`config.mk`:
```
export PLATFORM = sky130hd
export DESIGN_NAME = port_guard_seq
export DESIGN_NICKNAME = d
export VERILOG_FILES = /design/src/rtl/pgs_pkg.sv /design/src/rtl/pgs_sync.sv /design/src/rtl/pgs_seq.sv /design/src/rtl/pgs_alarm.sv /design/src/rtl/port_guard_seq.sv
export SDC_FILE = /design/constraint.sdc
export NUM_CORES = 1
export LEC_CHECK = 0
export BUFFER_PORTS_ARGS = -buffer_cell sky130_fd_sc_hd__buf_2
export CORE_ASPECT_RATIO = 2
export CORE_UTILIZATION = 55
export DETAILED_ROUTE_END_ITERATION = 16
export MAX_ROUTING_LAYER = met4
export PLACE_DENSITY = 0.72
export SKIP_CTS_REPAIR_TIMING = 1
export SLEW_MARGIN = 20
export SYNTH_ARGS = -nofsm -noshare
export SYNTH_HDL_FRONTEND = slang
export SYNTH_SLANG_ARGS = --single-unit
```
`constraint.sdc`:
```
create_clock -name clk -period 3.4 [get_ports clk]
set_input_delay 0.68 -clock clk [delete_from_list [all_inputs] [get_ports clk]]
set_output_delay 0.68 -clock clk [all_outputs]
set_load 0.02 [all_outputs]
```
`src/rtl/pgs_pkg.sv`:
```
package pgs_pkg;

    typedef enum logic [2:0] {
        ST_DARK,      // supply below lockout
        ST_RAMP,      // power-up delay
        ST_PASS,      // switches closed, no fault
        ST_TRIP,      // fault present, switches open
        ST_COOL,      // fault gone, waiting for reclose
        ST_HANDBACK   // switches closed, fault line still held
    } seq_st_e;

    typedef struct packed {
        logic hot;
        logic sbu_ov;
        logic cc_ov;
        logic supply;
    } flags_t;

    localparam int FLAG_N = $bits(flags_t);

    function automatic int ctr_w(input int unsigned n);
        return (n < 2) ? 1 : $clog2(n + 1);
    endfunction

    function automatic int unsigned umax(input int unsigned a, input int unsigned b);
        return (a > b) ? a : b;
    endfunction

    function automatic logic any_fault(input flags_t f);
        return f.cc_ov | f.sbu_ov | f.hot;
    endfunction

    function automatic logic pass_state(input seq_st_e s);
        return (s == ST_PASS) || (s == ST_HANDBACK);
    endfunction

endpackage

```
`src/rtl/pgs_sync.sv`:
```
module pgs_sync #(
    parameter int W = 4
) (
    input  logic         clk,
    input  logic         rst,
    input  logic [W-1:0] d_i,
    output logic [W-1:0] q_o
);
    logic [W-1:0] meta_q;
    logic [W-1:0] safe_q;

    for (genvar i = 0; i < W; i++) begin : g_bit
        always_ff @(posedge clk) begin
            if (rst) begin
                meta_q[i] <= 1'b0;
                safe_q[i] <= 1'b0;
            end else begin
                meta_q[i] <= d_i[i];
                safe_q[i] <= meta_q[i];
            end
        end
    end

    assign q_o = safe_q;
endmodule

```
`src/rtl/pgs_seq.sv`:
```
module pgs_seq
    import pgs_pkg::*;
#(
    parameter int unsigned PWRUP_CYC   = 875000,
    parameter int unsigned HOLD_CYC    = 7250000,
    parameter int unsigned LONG_CYC    = 10000000,
    parameter int unsigned FAST_CYC    = 125000,
    parameter int unsigned RELEASE_CYC = 1250000
) (
    input  logic    clk,
    input  logic    rst,
    input  flags_t  flg,
    output seq_st_e st,
    output logic    rel_done
);
    localparam int unsigned TMAX = umax(umax(PWRUP_CYC, HOLD_CYC), umax(FAST_CYC, RELEASE_CYC));
    localparam int TW = ctr_w(TMAX);
    localparam int AW = ctr_w(LONG_CYC + 1);

    localparam logic [TW-1:0] T_TOP     = TW'(TMAX);
    localparam logic [TW-1:0] PWR_LAST  = TW'(PWRUP_CYC - 1);
    localparam logic [TW-1:0] HOLD_LAST = TW'(HOLD_CYC - 1);
    localparam logic [TW-1:0] FAST_LAST = TW'(FAST_CYC - 1);
    localparam logic [TW-1:0] REL_LAST  = TW'(RELEASE_CYC - 1);
    localparam logic [AW-1:0] AGE_TOP   = AW'(LONG_CYC + 1);
    localparam logic [AW-1:0] AGE_LIM   = AW'(LONG_CYC);
    localparam logic [AW-1:0] AGE_ONE   = AW'(1);

    logic [TW-1:0] tmr_q;
    logic [TW-1:0] tmr_inc;
    logic [AW-1:0] age_q;
    logic          long_q;
    logic          flt;
    logic          cool_done;

    assign flt       = any_fault(flg);
    assign tmr_inc   = (tmr_q == T_TOP) ? tmr_q : tmr_q + 1'b1;
    assign cool_done = long_q ? (tmr_q >= FAST_LAST) : (tmr_q >= HOLD_LAST);
    assign rel_done  = flg.supply && (st == ST_HANDBACK) && !flt && (tmr_q == REL_LAST);

    always_ff @(posedge clk) begin
        if (rst || !flg.supply) begin
            st     <= ST_DARK;
            tmr_q  <= '0;
            age_q  <= '0;
            long_q <= 1'b0;
        end else begin
            unique case (st)
                ST_DARK: begin
                    st    <= ST_RAMP;
                    tmr_q <= '0;
                end
                ST_RAMP, ST_PASS, ST_COOL, ST_HANDBACK: begin
                    if (flt) begin
                        st     <= ST_TRIP;
                        tmr_q  <= '0;
                        age_q  <= AGE_ONE;
                        long_q <= 1'b0;
                    end else if (st == ST_RAMP) begin
                        if (tmr_q == PWR_LAST) begin
                            st    <= ST_PASS;
                            tmr_q <= '0;
                        end else begin
                            tmr_q <= tmr_inc;
                        end
                    end else if (st == ST_COOL) begin
                        if (cool_done) begin
                            st    <= ST_HANDBACK;
                            tmr_q <= '0;
                        end else begin
                            tmr_q <= tmr_inc;
                        end
                    end else if (st == ST_HANDBACK) begin
                        if (tmr_q == REL_LAST) begin
                            st    <= ST_PASS;
                            tmr_q <= '0;
                        end else begin
                            tmr_q <= tmr_inc;
                        end
                    end
                end
                ST_TRIP: begin
                    if (flt) begin
                        tmr_q <= tmr_inc;
                        age_q <= (age_q == AGE_TOP) ? age_q : age_q + 1'b1;
                    end else begin
                        st <= ST_COOL;
                        if (age_q > AGE_LIM) begin
                            long_q <= 1'b1;
                            tmr_q  <= '0;
                        end else begin
                            long_q <= 1'b0;
                            tmr_q  <= tmr_inc;
                        end
                    end
                end
                default: st <= ST_DARK;
            endcase
        end
    end
endmodule

```
`src/rtl/pgs_alarm.sv`:
```
module pgs_alarm
    import pgs_pkg::*;
#(
    parameter int unsigned ALARM_CYC = 5000
) (
    input  logic    clk,
    input  logic    rst,
    input  logic    supply,
    input  seq_st_e st,
    input  logic    rel_done,
    output logic    pull_low
);
    localparam int CW = ctr_w(ALARM_CYC);
    localparam logic [CW-1:0] A_LAST = CW'(ALARM_CYC - 1);

    logic [CW-1:0] cnt_q;
    logic          low_q;
    logic          armed;

    assign armed = (st == ST_TRIP) || (st == ST_COOL);

    always_ff @(posedge clk) begin
        if (rst || !supply || rel_done) begin
            cnt_q <= '0;
            low_q <= 1'b0;
        end else if (armed) begin
            if (!low_q) begin
                if (cnt_q == A_LAST) begin
                    low_q <= 1'b1;
                end else begin
                    cnt_q <= cnt_q + 1'b1;
                end
            end
        end else begin
            cnt_q <= '0;
        end
    end

    assign pull_low = low_q;
endmodule

```
`src/rtl/port_guard_seq.sv`:
```
module port_guard_seq
    import pgs_pkg::*;
#(
    parameter int unsigned PWRUP_CYC   = 875000,
    parameter int unsigned ALARM_CYC   = 5000,
    parameter int unsigned HOLD_CYC    = 7250000,
    parameter int unsigned LONG_CYC    = 10000000,
    parameter int unsigned FAST_CYC    = 125000,
    parameter int unsigned RELEASE_CYC = 1250000
) (
    input  logic clk,
    input  logic rst,
    input  logic vsup_ok_i,
    input  logic cc_ov_i,
    input  logic sbu_ov_i,
    input  logic hot_i,
    output logic cc_pass_en_o,
    output logic sbu_pass_en_o,
    output logic db_pulldown_en_o,
    output logic fault_pull_low_o
);
    localparam int GROUPS = 2;

    flags_t          flg_raw;
    flags_t          flg_s;
    logic [FLAG_N-1:0] flg_sync;
    seq_st_e         st;
    logic            rel_done;
    logic [GROUPS-1:0] grp_en;

    assign flg_raw = '{hot: hot_i, sbu_ov: sbu_ov_i, cc_ov: cc_ov_i, supply: vsup_ok_i};

    pgs_sync #(.W(FLAG_N)) u_sync (
        .clk (clk),
        .rst (rst),
        .d_i (flg_raw),
        .q_o (flg_sync)
    );

    assign flg_s = flags_t'(flg_sync);

    pgs_seq #(
        .PWRUP_CYC  (PWRUP_CYC),
        .HOLD_CYC   (HOLD_CYC),
        .LONG_CYC   (LONG_CYC),
        .FAST_CYC   (FAST_CYC),
        .RELEASE_CYC(RELEASE_CYC)
    ) u_seq (
        .clk     (clk),
        .rst     (rst),
        .flg     (flg_s),
        .st      (st),
        .rel_done(rel_done)
    );

    pgs_alarm #(.ALARM_CYC(ALARM_CYC)) u_alarm (
        .clk     (clk),
        .rst     (rst),
        .supply  (flg_s.supply),
        .st      (st),
        .rel_done(rel_done),
        .pull_low(fault_pull_low_o)
    );

    for (genvar g = 0; g < GROUPS; g++) begin : g_grp
        assign grp_en[g] = pass_state(st);
    end

    assign cc_pass_en_o     = grp_en[0];
    assign sbu_pass_en_o    = grp_en[1];
    assign db_pulldown_en_o = (st == ST_DARK);
endmodule

```
Word level (Yosys, flattened, before mapping). Cells that the tools add are included.

Register bits after elaboration: 73. Input bits: 6. Output and inout port bits: 4. Logic and storage cells: 93.

Add/subtract/negate cells: 3. Order comparisons: 3. Eq/ne operators: 18. Muxes and demuxes: 31. Bitwise gates (word level): 5. Reduce and logical (&&, ||, !) cells: 19.

Operators with widths (count): $mux W23 (10); $mux W24 (3); $pmux W23 S3 (1); $pmux W24 S2 (1); $add A24 B1 Y24 const B (1); $eq A24 B24 Y1 const B (1); $gt A24 B24 Y1 const B (1); $mux W3 (8); $add A23 B1 Y23 const B (1); $eq A23 B20 Y1 const B (1); $eq A23 B21 Y1 const B (1); $eq A23 B23 Y1 const B (1); $ge A23 B17 Y1 const B (1); $ge A23 B23 Y1 const B (1); $add A13 B1 Y13 const B (1); $eq A13 B13 Y1 const B (1); $pmux W3 S3 (1); $eq A3 B2 Y1 const B (2); $eq A3 B3 Y1 const B (2); $mux W1 (6); $ne A2 B2 Y1 const B (3); $ne A5 B1 Y1 const B (1); $ne A5 B2 Y1 const B (1); $ne A5 B5 Y1 const B (1); 18 further kinds (28).

Depth between registers and ports, before layout.
Depth in word-level cells: 8. Depth in mapped cells: 10. Depth with buffers taken out: 9.

Hierarchy. A second synthesis with hierarchy kept.

Cell total of the unflattened synthesis: 540. Area, all modules: 4279.1 µm².

Modules (own cells, without submodules): pgs_seq (times used 1, cells each 425, area each 3174.3 µm², seq. area each 1021.0 µm²); pgs_alarm (times used 1, cells each 94, area each 859.6 µm², seq. area each 280.3 µm²); pgs_sync (times used 1, cells each 16, area each 210.2 µm², seq. area each 160.2 µm²); port_guard_seq (times used 1, cells each 5, area each 35.0 µm², seq. area each 0.0 µm²).

Worst setup path before layout. No wires, ideal clock.

Path type: reg-to-reg. From: register u_seq.tmr_q[8]. To: register u_seq.tmr_q[6]. Setup time: 128 ps. Arrival: 2316 ps. Data required time: 3272 ps. Setup slack: 957 ps. Stages on the path, launching flop included: 10. Buffers on the path: 2. Clock period less this slack: 2443 ps. Cell sequence: dfxtp_1 -> buf_6 -> or4_4 -> or4_1 -> o31a_1 -> and2_1 -> buf_6 -> and3_1 -> xnor2_1 -> nor2_1.

Word-level cells in the longest chain between the ends: 8. Elaborated cells between the ends (all ways): 17. Those cells by class: order compare (2); eq/ne (3); mux (12).

RTL lines: from (decl) (RTL line pgs_seq.sv:29) `logic [TW-1:0] tmr_q;`; from (signal assigned) (RTL line pgs_seq.sv:64) `tmr_q <= tmr_inc;`; from (signal assigned) (RTL line pgs_seq.sv:71) `tmr_q <= tmr_inc;`; from (signal assigned) (RTL line pgs_seq.sv:78) `tmr_q <= tmr_inc;`; parallel branches: the longest is 7 deep, another holds $ge A23 B23 Y1; $pmux W23 S3 (*) (RTL line pgs_seq.sv:48) `unique case (st)`.

Every way passes the cells marked *. The select of a mux whose other input is x is not followed. A chain may end at the register's enable or synchronous reset.

Final worst setup path.
From: register u_seq.tmr_q[8]. To: register u_seq.tmr_q[10].

Word-level cells in the longest chain between the ends: 8. Elaborated cells between the ends (all ways): 18. Those cells by class: add/sub (1); order compare (2); eq/ne (3); mux (12).

RTL lines: $add A23 B1 Y23 or $eq A23 B23 Y1 (tied branches) (RTL line pgs_seq.sv:37) `assign tmr_inc = (tmr_q == T_TOP) ? tmr_q : tmr_q + 1'b1;`; $mux W23 (RTL line pgs_seq.sv:37); $mux W23 (RTL line pgs_seq.sv:74) `if (tmr_q == REL_LAST) begin`; $mux W23 (RTL line pgs_seq.sv:73) `end else if (st == ST_HANDBACK) begin`; $mux W23 (RTL line pgs_seq.sv:66) `end else if (st == ST_COOL) begin`; $mux W23 (RTL line pgs_seq.sv:59) `end else if (st == ST_RAMP) begin`; $mux W23 (RTL line pgs_seq.sv:54) `if (flt) begin`; $pmux W23 S3 (*) (RTL line pgs_seq.sv:48).

Mark *: on every way between the ends. The rest lies on a longest branch, timed or not. The select of a mux whose other input is x is not followed.

==> summary.md <==
| Metric | Value |
|---|---|
| Number of max-cap violations | 0 |
| Sequential share of power | 45.1% |
| Combinational share of power | under 10% |
| Classification of the worst setup path | flip-flop to flip-flop |
| Setup repair after global routing missed its margin | false |
| Flip-flop cell with the highest count after synthesis | sky130_fd_sc_hd__dfxtp_1 |
| First-pass detailed-route iteration total | 5 |
| Type of the tightest min-delay check | flip-flop to flip-flop |
| Final Cycle Share | 80.9% |
| Layout Area Growth over Synthesis | 10.4% |
| Number of enable flip-flop cells after synthesis | 0 |
| Critical Path RT | 3.61 ns |
| Dpl cells | 532 |
| Starting density of the core | between 50% and 60% |
| Worst hold slack after final layout | 0.433 ns |
| Worst slew margin relative to its limit | 45.8% |
| RePlAce Congestion | 0.942 |
| Number of warnings issued by yosys | 0 |
| Clock sink total | 73 |
| Category of the worst setup path capture point | flip-flop |
| All-Layer GR Usage | 27.8% |
| Number of antenna-violating nets in the routed design | 0 |
| Net count, final | 467 |
| Sum of overflow across all layers after global routing | 0 |
| Clock tree from TritonCTS | yes |
| Post-synthesis area per instance | 8.28 um^2 |
| Number of buffers added on ports | 9 |
| Least-Margin Pin Slew | 0.811 ns |
| IR Drop Worst-Case VDD | 0.000378 V |
| Clock buffer count from CTS | 9 |
| Die height | 119 um |
| Number of standard cells after synthesis | 457 |
| Fill cell total of the finished layout | 606 |
| Max frequency | 0.364 GHz |
| Fin crit period | 2.75 ns |
| Total core area | 0.00662 mm^2 |
| Deepest level of the CTS H-tree | 3 |
| Largest buffer count on any clock path | 2 |
| Setup Total Neg Slack | 0 ns |
| Sequential-to-total area share from yosys stat | 38.6% |
| DRC violation total after the first TritonRoute iteration | 182 |
| Number of inserted diodes | 0 |
| Final setup violation count | 0 |
| Detail-routed net length per standard cell | 16.0 um |
| Number of global-route vias before repair | 3,238 |
| Clock network latency to the later pin of the worst-skew pair | 0.33 ns |
| Critical path startpoint category | flip-flop |
| Number of top-level pins | 10 |
| Fraction of final layout cells sized beyond drive strength 1 | 8.04% |
| Number of standard cells in the final layout excluding fillers | 548 |
| Vias per inst | 5.95 |
| Total half-perimeter wirelength after legalization and detailed placement | between 6000 and 7000 um |
| Outcome | finished clean |
| Distinct cell type count after synthesis | 54 |
| Wire length of the first global-routing pass | ~15,000 um |
| Pwr dens | between 400 and 500 mW/mm^2 |
| Register bit count reported by yosys | 73 |
| Antenna violations before repair | 0 |
| Die Width | 60.7 um |
| Fraction of power consumed by the clock network | between 50% and 60% |
| Share of flip-flops with an asynchronous set or reset | 0% |
| Synthesized netlist net count | 469 |
| Leakage component of the power | 1.37 nW |
| Count of pins over their slew limit | 0 |
| Cell row count | 42 |
| Largest net degree at the start of global routing | 24 |
| Library cell used as clock root buffer | sky130_fd_sc_hd__clkbuf_16 |
| Hold violation count in the final report | 0 |
| Int Pwr | 1.53 mW |
| Worst-path fanout max | 10 |
| Netlist area before placement | 0.00378 mm^2 |
| DIE AREA | around 0.0072 mm^2 |
| Clock-pin slew on the worst setup and hold paths | 0.06 ns |
| Final Skew | 0.00414 ns |
| Total DRC errors in the routed layout | 0 |
| Switching pwr | 0.379 mW |
| WL final | 8790 um |
| Switching portion of total power | 19.8% |
| Total via count in the routed design | 3,263 |
| Data arrival time of the critical path | roughly 3.0 ns |
-- cell usage after synthesis (2+ instances only) --
master	count	area, um^2
sky130_fd_sc_hd__dfxtp_1	73	1460
sky130_fd_sc_hd__nor2_1	73	274
sky130_fd_sc_hd__nand2_1	31	116
sky130_fd_sc_hd__xnor2_1	27	236
sky130_fd_sc_hd__xor2_1	25	219
sky130_fd_sc_hd__clkbuf_1	21	78.8
sky130_fd_sc_hd__nand4_1	19	119
sky130_fd_sc_hd__and3_1	18	113
sky130_fd_sc_hd__nand3_1	16	80.1
sky130_fd_sc_hd__nor2b_1	13	81.3
sky130_fd_sc_hd__nor3_1	13	65.1
sky130_fd_sc_hd__nor4_1	12	75.1
sky130_fd_sc_hd__o21ai_0	12	60.1
sky130_fd_sc_hd__a21oi_1	8	40.0
sky130_fd_sc_hd__and4_1	8	70.1
sky130_fd_sc_hd__inv_1	8	30.0
sky130_fd_sc_hd__nor4b_1	8	70.1
sky130_fd_sc_hd__ha_1	6	75.1
sky130_fd_sc_hd__and2_1	5	31.3
sky130_fd_sc_hd__or3_1	5	31.3
sky130_fd_sc_hd__a211oi_1	4	30.0
sky130_fd_sc_hd__nand3b_1	4	30.0
sky130_fd_sc_hd__nor3b_1	4	30.0
sky130_fd_sc_hd__or4_1	4	30.0
sky130_fd_sc_hd__a31oi_1	3	18.8
sky130_fd_sc_hd__or2_2	3	18.8
sky130_fd_sc_hd__a21o_1	2	15.0
sky130_fd_sc_hd__a31o_2	2	17.5
sky130_fd_sc_hd__buf_6	2	22.5
sky130_fd_sc_hd__mux2i_1	2	20.0
sky130_fd_sc_hd__o21a_1	2	15.0
sky130_fd_sc_hd__or3b_2	2	17.5
-- power groups by stage --
| stage | Sequential [mW] | Clock (mW) | Combinational, mW |
|---|---|---|---|
| finish | 0.863 | 1.03 | 0.0218 |
| global route | 0.863 | 1.07 | 0.0246 |
| CTS | 0.863 | 1.04 | 0.0218 |
| detailed placement | 0.882 | 0 | 0.0217 |
| global placement | 0.881 | 0 | 0.0213 |
| floorplan | 0.880 | 0 | 0.0151 |
-- metrics by stage --
step                      util [%]  cell area (um^2)  power [mW]  worst slack [ns]
after floorplan                  -              3780       0.896             0.957
after global placement        58.1              3850       0.903             0.650
after detailed placement      58.1              3850       0.903             0.670
after CTS                     63.1              4180        1.93             0.648
after global routing          63.1              4180        1.96             0.386
final                         63.1              4180        1.91             0.650
-- critical path, cell delays in order (launching register included) --
cell,delay (ns)
sky130_fd_sc_hd__dfxtp_1,0.41
sky130_fd_sc_hd__or4_4,0.56
sky130_fd_sc_hd__or4_1,0.41
sky130_fd_sc_hd__o31a_1,0.37
sky130_fd_sc_hd__and2_1,0.36
sky130_fd_sc_hd__and4_4,0.28
sky130_fd_sc_hd__xnor2_1,0.17
sky130_fd_sc_hd__nor2_1,0.07
-- placed cells by master (no fill, tap or decap), types with 3 or more instances in the layout --
| master | instances |
|---|---|
| sky130_fd_sc_hd__nor2_1 | 73 |
| sky130_fd_sc_hd__dfxtp_1 | 73 |
| sky130_fd_sc_hd__nand2_1 | 31 |
| sky130_fd_sc_hd__xnor2_1 | 27 |
| sky130_fd_sc_hd__xor2_1 | 25 |
| sky130_fd_sc_hd__nand4_1 | 19 |
| sky130_fd_sc_hd__and3_1 | 18 |
| sky130_fd_sc_hd__nand3_1 | 16 |
| sky130_fd_sc_hd__nor2b_1 | 13 |
| sky130_fd_sc_hd__nor3_1 | 13 |
| sky130_fd_sc_hd__nor4_1 | 12 |
| sky130_fd_sc_hd__o21ai_0 | 12 |
| sky130_fd_sc_hd__clkbuf_16 | 9 |
| sky130_fd_sc_hd__buf_2 | 9 |
| sky130_fd_sc_hd__inv_1 | 8 |
| sky130_fd_sc_hd__and4_1 | 8 |
| sky130_fd_sc_hd__nor4b_1 | 8 |
| sky130_fd_sc_hd__a21oi_1 | 8 |
| sky130_fd_sc_hd__ha_1 | 6 |
| sky130_fd_sc_hd__or3_1 | 5 |
| sky130_fd_sc_hd__and2_1 | 5 |
| sky130_fd_sc_hd__a211oi_1 | 4 |
| sky130_fd_sc_hd__or4_1 | 4 |
| sky130_fd_sc_hd__nor3b_1 | 4 |
| sky130_fd_sc_hd__nand3b_1 | 4 |
| sky130_fd_sc_hd__or2_2 | 3 |
| sky130_fd_sc_hd__a31oi_1 | 3 |
| sky130_fd_sc_hd__buf_4 | 3 |
-- registers in the layout, summed over array words and instances (netlist names) --
register	flops
u_seq.age_q	24
u_seq.tmr_q	23
u_alarm.cnt_q	13
u_sync.meta_q	4
u_sync.q_o	4
u_seq.st	3
u_alarm.pull_low	1
u_seq.long_q	1
-- area by class of cell --
class                   count  area, um^2  area share [%]
multi-input cells         351        2180            52.2
flip-flops and latches     73        1460            35.0
clock buffers              10         239            5.72
well taps                  88         110            2.64
clock inverters             6        90.1            2.16
repair buffers             12        67.6            1.62
inverters                   8        30.0           0.719
-- path summary, 6_finish.rpt --
path                     from               to  slack [ns]  cells after the start
min          u_sync.meta_q[1]    u_sync.q_o[1]        0.43                      1
max reg2reg    u_seq.tmr_q[8]  u_seq.tmr_q[10]        0.65                      7
max            u_seq.tmr_q[8]  u_seq.tmr_q[10]        0.65                      7
min reg2reg  u_sync.meta_q[1]    u_sync.q_o[1]        0.43                      1
-- logic make-up (layout without fill, tap and decap cells) --
group                      count (synthesis)  after routing  synth area share, %
buffers and inverters                     33             36                 3.80
DFF                                       73             73                 38.6
and+or+nand+nor                          245            245                 34.9
muxes                                      2              2                0.529
adders and majority gates                  6              6                 1.98
xor gates and xnor gates                  52             52                 12.0
AOI/OAI and AO/OA                         46             46                 8.10
-- routing by layer --
layer / vias up / share of wire, % / GRT usage [%] / wire [um]
li1: 1610 / - / - / -
met3: 29 / 2.9 / 5.32 / 257
met2: 76 / 56 / 49.5 / 4910
met5: - / 0 / - / 0
met1: 1548 / 37 / 27.2 / 3290
met4: 0 / 3.7 / 13.9 / 329
Note: power is estimated with default switching activity, not from simulation.
